File: src/rtl/fmul_pkg.sv
// Shared mode codes and per-mode decode helpers for the multiply unit.
// Assumes a 3-bit mode field; codes 6 and 7 are reserved and rejected.
package fmul_pkg;

    typedef enum logic [2:0] {
        MM_UU  = 3'd0,
        MM_SS  = 3'd1,
        MM_SU  = 3'd2,
        MM_FUU = 3'd3,
        MM_FSS = 3'd4,
        MM_FSU = 3'd5,
        MM_RS6 = 3'd6,
        MM_RS7 = 3'd7
    } mul_mode_e;

    typedef enum logic [1:0] {
        WIN_ALL   = 2'd0,
        WIN_UPPER = 2'd1,
        WIN_MID   = 2'd2,
        WIN_NONE  = 2'd3
    } idx_win_e;

    // Register window permitted for a mode.
    function automatic idx_win_e win_of(mul_mode_e m);
        case (m)
            MM_UU:                          return WIN_ALL;
            MM_SS:                          return WIN_UPPER;
            MM_SU, MM_FUU, MM_FSS, MM_FSU:  return WIN_MID;
            default:                        return WIN_NONE;
        endcase
    endfunction

    // True for the doubling (fractional) modes.
    function automatic logic is_frac(mul_mode_e m);
        return (m == MM_FUU) || (m == MM_FSS) || (m == MM_FSU);
    endfunction

    // Signedness of the destination-field operand.
    function automatic logic a_is_signed(mul_mode_e m);
        return (m == MM_SS) || (m == MM_SU) || (m == MM_FSS) || (m == MM_FSU);
    endfunction

    // Signedness of the source-field operand.
    function automatic logic b_is_signed(mul_mode_e m);
        return (m == MM_SS) || (m == MM_FSS);
    endfunction

endpackage

File: src/rtl/fmul_opcheck.sv
// Operand index check: decides whether both register indices lie in the
// window the mode permits. Purely combinational; assumes the window bounds
// fit inside the index range.
module fmul_opcheck
    import fmul_pkg::*;
#(
    parameter int IDX_W      = 5,
    parameter int UPPER_BASE = 16,
    parameter int MID_TOP    = 23
) (
    input  logic [2:0]       mode,
    input  logic [IDX_W-1:0] rd_idx,
    input  logic [IDX_W-1:0] rr_idx,
    output logic             legal
);
    localparam int IDX_MAX = (1 << IDX_W) - 1;
    localparam int N_OPS   = 2;

    idx_win_e         win;
    logic [N_OPS-1:0] ok;
    logic [IDX_W-1:0] idx [N_OPS];

    assign idx[0] = rd_idx;
    assign idx[1] = rr_idx;

    // Window of the current mode.
    always_comb win = win_of(mul_mode_e'(mode));

    // One bound comparator per operand.
    for (genvar g = 0; g < N_OPS; g++) begin : g_op
        logic [IDX_W:0] lo_b, hi_b, ix;
        // Select the bounds for this operand's window and compare.
        always_comb begin
            ix = {1'b0, idx[g]};
            case (win)
                WIN_ALL:   begin lo_b = '0;                         hi_b = (IDX_W+1)'(IDX_MAX); end
                WIN_UPPER: begin lo_b = (IDX_W+1)'(UPPER_BASE);     hi_b = (IDX_W+1)'(IDX_MAX); end
                WIN_MID:   begin lo_b = (IDX_W+1)'(UPPER_BASE);     hi_b = (IDX_W+1)'(MID_TOP); end
                default:   begin lo_b = '1;                         hi_b = '0;                  end
            endcase
            ok[g] = (ix >= lo_b) && (ix <= hi_b);
        end
    end

    // Both operands must pass.
    always_comb legal = &ok;

endmodule

File: src/rtl/fmul_core.sv
// Product datapath: widens each operand by one bit, signed or unsigned per
// mode, multiplies, truncates to 2*OP_W bits and applies the fractional
// doubling. Carry is the top product bit before doubling. Combinational.
module fmul_core
    import fmul_pkg::*;
#(
    parameter int OP_W = 8
) (
    input  logic [2:0]        mode,
    input  logic [OP_W-1:0]   a,
    input  logic [OP_W-1:0]   b,
    output logic [2*OP_W-1:0] res,
    output logic              z,
    output logic              c
);
    localparam int PW = 2 * OP_W;
    localparam int EW = OP_W + 1;

    mul_mode_e             m;
    logic signed [EW-1:0]  a_ext, b_ext;
    logic signed [2*EW-1:0] full;
    logic [PW-1:0]         pre;

    assign m = mul_mode_e'(mode);

    // Sign- or zero-extend each operand as the mode dictates.
    always_comb begin
        a_ext = $signed({a_is_signed(m) & a[OP_W-1], a});
        b_ext = $signed({b_is_signed(m) & b[OP_W-1], b});
    end

    // Full signed product of the widened operands.
    always_comb full = a_ext * b_ext;

    // Truncate to the result width.
    always_comb pre = full[PW-1:0];

    // Optional doubling and the two flags.
    always_comb begin
        res = is_frac(m) ? {pre[PW-2:0], 1'b0} : pre;
        c   = pre[PW-1];
        z   = (res == '0);
    end

endmodule

File: src/rtl/fmul_unit.sv
// Multiply unit top: operand index check, product datapath and a single
// output register stage (latency one clock). A rejected request pulses
// `illegal` and leaves the result and flags untouched. Synchronous
// active-low reset.
module fmul_unit
    import fmul_pkg::*;
#(
    parameter int OP_W       = 8,
    parameter int IDX_W      = 5,
    parameter int UPPER_BASE = 16,
    parameter int MID_TOP    = 23
) (
    input  logic             clk,
    input  logic             rst_n,
    input  logic             in_valid,
    input  logic [2:0]       mode,
    input  logic [IDX_W-1:0] rd_idx,
    input  logic [IDX_W-1:0] rr_idx,
    input  logic [OP_W-1:0]  rd_val,
    input  logic [OP_W-1:0]  rr_val,
    output logic             res_valid,
    output logic             wr_en,
    output logic             illegal,
    output logic [OP_W-1:0]  res_lo,
    output logic [OP_W-1:0]  res_hi,
    output logic             flag_z,
    output logic             flag_c
);
    localparam int PW = 2 * OP_W;

    logic          legal;
    logic [PW-1:0] prod;
    logic          pz, pc;
    logic          accept;

    fmul_opcheck #(
        .IDX_W      (IDX_W),
        .UPPER_BASE (UPPER_BASE),
        .MID_TOP    (MID_TOP)
    ) u_chk (
        .mode   (mode),
        .rd_idx (rd_idx),
        .rr_idx (rr_idx),
        .legal  (legal)
    );

    fmul_core #(
        .OP_W (OP_W)
    ) u_core (
        .mode (mode),
        .a    (rd_val),
        .b    (rr_val),
        .res  (prod),
        .z    (pz),
        .c    (pc)
    );

    // A request is written only when it passes the index check.
    assign accept = in_valid && legal;

    // Strobe register: valid, write and reject pulses.
    always_ff @(posedge clk) begin
        if (!rst_n) begin
            res_valid <= 1'b0;
            wr_en     <= 1'b0;
            illegal   <= 1'b0;
        end else begin
            res_valid <= in_valid;
            wr_en     <= accept;
            illegal   <= in_valid && !legal;
        end
    end

    // Result and flag register, loaded only on an accepted request.
    always_ff @(posedge clk) begin
        if (!rst_n) begin
            res_lo <= '0;
            res_hi <= '0;
            flag_z <= 1'b0;
            flag_c <= 1'b0;
        end else if (accept) begin
            res_lo <= prod[OP_W-1:0];
            res_hi <= prod[PW-1:OP_W];
            flag_z <= pz;
            flag_c <= pc;
        end
    end


    valid_pulse_chk: assert property (@(posedge clk) disable iff (!rst_n)
        in_valid |=> res_valid);


    idle_quiet_chk: assert property (@(posedge clk) disable iff (!rst_n)
        !in_valid |=> (!res_valid && !wr_en && !illegal));


    reject_hold_chk: assert property (@(posedge clk) disable iff (!rst_n)
        illegal |-> (!wr_en && $stable({res_hi, res_lo, flag_z, flag_c})));


    ss_window_chk: assert property (@(posedge clk) disable iff (!rst_n)
        (in_valid && mode == 3'd1 && int'(rd_idx) < UPPER_BASE) |=> illegal);


    zero_flag_chk: assert property (@(posedge clk) disable iff (!rst_n)
        wr_en |-> (flag_z == ({res_hi, res_lo} == '0)));


    uu_any_chk: assert property (@(posedge clk) disable iff (!rst_n)
        (in_valid && mode == 3'd0) |=> wr_en);

endmodule

File: config.mk
export PLATFORM = sky130hd
export DESIGN_NAME = fmul_unit
export DESIGN_NICKNAME = d
export VERILOG_FILES = /design/src/rtl/fmul_pkg.sv /design/src/rtl/fmul_opcheck.sv /design/src/rtl/fmul_core.sv /design/src/rtl/fmul_unit.sv
export SDC_FILE = /design/constraint.sdc
export NUM_CORES = 1
export LEC_CHECK = 0
export BUFFER_PORTS_ARGS = -buffer_cell sky130_fd_sc_hd__buf_2
export CORE_UTILIZATION = 49
export DETAILED_ROUTE_END_ITERATION = 7
export HOLD_SLACK_MARGIN = 0.05
export PLACE_DENSITY = 0.83
export SYNTH_ARGS = -nofsm -noshare
export SYNTH_HDL_FRONTEND = slang
export SYNTH_SLANG_ARGS = --single-unit
File: constraint.sdc
create_clock -name clk -period 5.68 [get_ports clk]
set_input_delay 0.568 -clock clk [delete_from_list [all_inputs] [get_ports clk]]
set_output_delay 0.568 -clock clk [all_outputs]
set_load 0.01 [all_outputs]
==> flow_summary.yaml <==
run_status:
  outcome: "finished, final reports clean"
yosys:
  netlist_area_sq_mm: 0.00432
  synth_edf_count: 0
  synth_cell_types: 55
  synthTopCellsByArea: "fa_1 (28%), ha_1 (17%), dfxtp_1 (9.7%), inv_1 (6.1%), and2_1 (5.6%)"
  yosysTopAreaCell: "fa_1"
  syn_inst: 497
  synthFlopType: "dfxtp_1"
  synth_top_area_frac: 0.278
  synth_commonest_cells: "inv_1 (70), nand2_1 (63), fa_1 (60)"
  synth_nets: 646
  async_flop_share: 0
  ys_ff_latch: 21
  yosysMostFrequentCell: "inv_1"
  avgSynthCellArea_sq_um: 8.70
  ys_seq_area_frac: 0.0973
  yosys_warnings: 0
place:
  gp_congestion: 0.908
  dpl.hpwl_mm: 7.52
  port_buffers: 52
  pre_cts_slack_ns: -0.0968
  dpl-instance-area_sq_mm: 0.00477
setup_path:
  r2r_start: "res_lo[4]"
  worstPathMaxFanout: 6
  worstPathArrival_ns: 5.61
  critPathCaptureType: "register"
  r2r_cells: 2
  startpoint: "mode[2]"
  r2r_setup_slack_ns: 4.95
  required_ns: 5.86
  reg2reg_to: "res_lo[4]"
  worstSetupStartpointType: "primary input"
  critPathKind: "in -> reg"
floorplanning:
  core_sq_mm: 0.00838
  dieArea_sq_mm: 0.00920
  dieHeight_microns: 95.9
  die_w_microns: 95.9
  initial_utilization: 0.516
  fp-row-count: 33
  boundaryPins: 53
clocking:
  cts_sinks: 21
  cts-hold-fix-buffers: 0
  clk_path_buf_depth: 2
  cts_root_buffer: "clkbuf_8"
  clk_pin_slew_ns: 0.07
  cts_tree: "yes"
  worst_skew_pair.late_latency_ns: 0.26
  htreeDepth: 1
  cts_buffers: 3
sta:
  relSlewSlack: 0.299
  drv_slew: 0
  fin_crit_sh: 0.956
  worst_slack_ns: 0.251
  setup_violations: 0
  max_clock_freq_ghz: 0.184
  worstMarginPinSlew_ns: 1.05
  clock_skew_ns: 0
  hold_violations: 0
  setup_tns_ns: 0
  grt_setup_unrepaired: "false"
  min_period_ns: 5.43
layout:
  syn2layout_area_growth_pct: 12.1
  final.fill_count: 765
  diodes: 0
  finalNetCount: 700
  final_cell_area_sq_mm: 0.00484
  drive_gt1_frac: 0.169
worst_hold_path:
  holdPathStages: 2
  min_to: "flag_c"
  hp-start: "flag_c"
  min_path_type: "reg -> reg"
global_routing:
  grt_pass1_vias: 3649
  grt_max_degree: 29
  grt_pass1_wl_mm: 15.9
  groute.usage.overall: 0.217
  grt_overflow: 0
  antenna_found_initial: 0
run:
  drv_cap: 0
drt:
  vias: 3502
  drcViolationCount: 0
  ant_nets: 0
  drt-vias-per-instance: 5.35
  drt_wl_total_mm: 8.97
  first_pass_iters: 4
  wl_per_cell_microns: 13.7
  drt_iter0_drc: 134
pwr:
  finalPower_mw: 1.86
  peakVddDrop_mv: 0.295
  power_density_mw_per_mm2: 385
  leakagePower_nw: 2.51
-- where the power goes --
| part | total, mW | internal, mW | switching (mW) |
|---|---|---|---|
| registers | 0.154 | 0.152 | 0.00206 |
| clock network | 0.0971 | 0.0488 | 0.0483 |
| logic | 1.61 | 0.756 | 0.855 |
-- through the flow --
step                      hold slack (ns)  utilization  std cells
final                               0.467        0.578        655
after global routing                0.513        0.578        655
after CTS                           0.476        0.575        655
after detailed placement            0.462        0.569        651
after global placement              0.454        0.569        651
after floorplan                     0.486            -        497
-- cells in the final DEF (no fill, tap or decap), drive strengths merged, types with 2 or more instances in the layout --
cell,instances
dfxtp,21
inv,70
a211oi,3
fa,60
nor3b,4
ha,57
a21o,5
a311oi,5
mux2i,10
nand2,64
nor2b,9
buf,71
and3,2
a21oi,12
nand3,4
o21ai,15
nor3,2
and2,39
o31ai,3
and3b,2
nand2b,2
clkbuf,3
a31oi,2
o21a,5
nor2,24
xor2,9
or2,5
or3,2
xnor2,13
o211a,4
o211ai,3
-- how the worst max path moves through the flow --
stage	to	slack [ns]	depth (start not counted)
global placement	flag_z	-0.02	21
global route	flag_z	0.009	21
finish	flag_z	0.25	21
detailed placement	flag_z	-0.1	21
CTS	flag_z	0.17	21
floorplan	flag_z	0.04	21
-- final cells by class --
cell class	instances	area (sq um)	share of cell area
Timing Repair Buffer	71	403	0.0832
Sequential cell	21	420	0.0868
Tap cell	105	131	0.0271
Clock inverter	1	5.00	0.00103
Inverter	70	263	0.0542
Multi-Input combinational cell	384	3580	0.739
Clock buffer	3	41.3	0.00852
-- state kept, by name (all words and copies together), names as in the netlist --
| name | flops |
|---|---|
| flag_z | 1 |
| illegal | 1 |
| wr_en | 1 |
| res_hi | 8 |
| res_valid | 1 |
| flag_c | 1 |
| res_lo | 8 |
-- logic make-up (layout without fill, tap and decap cells) --
family	after synthesis	in the layout	share of synthesized area
xor gates and xnor gates	22	22	0.0446
muxes	11	11	0.0258
adders and majority gates	117	117	0.443
and+or+nand+nor	166	166	0.194
AOI/OAI and AO/OA	68	68	0.110
DFF	21	21	0.0973
buffers and inverters	92	145	0.0851
-- per-layer routing --
metal,vias to the layer above,GRT usage,part of all wire
met4,0,0.0410,0.015
met5,-,0,0
met2,73,0.400,0.51
li1,1709,-,-
met3,16,0.0300,0.045
met1,1704,0.271,0.42
-- worst max-delay path, stage by stage --
cell and delay [ns]:
buf_2 0.14, xnor2_1 0.14, nor2_2 0.17, nand2_2 0.07, or2_2 0.28, fa_1 0.46
fa_1 0.54, inv_1 0.05, fa_1 0.50, fa_1 0.55, inv_1 0.05, fa_1 0.49
inv_1 0.06, ha_4 0.28, nand2_1 0.06, o211a_1 0.23, o31ai_2 0.20, xnor2_1 0.12
xnor2_1 0.15, mux2_2 0.28, o31ai_2 0.22
-- what timing repair did --
item,4_1_cts,5_1_grt
setup endpoints to repair,0,5
buffers inserted,0,0
resized for setup,0,5
(Power assumes the default switching activity.)
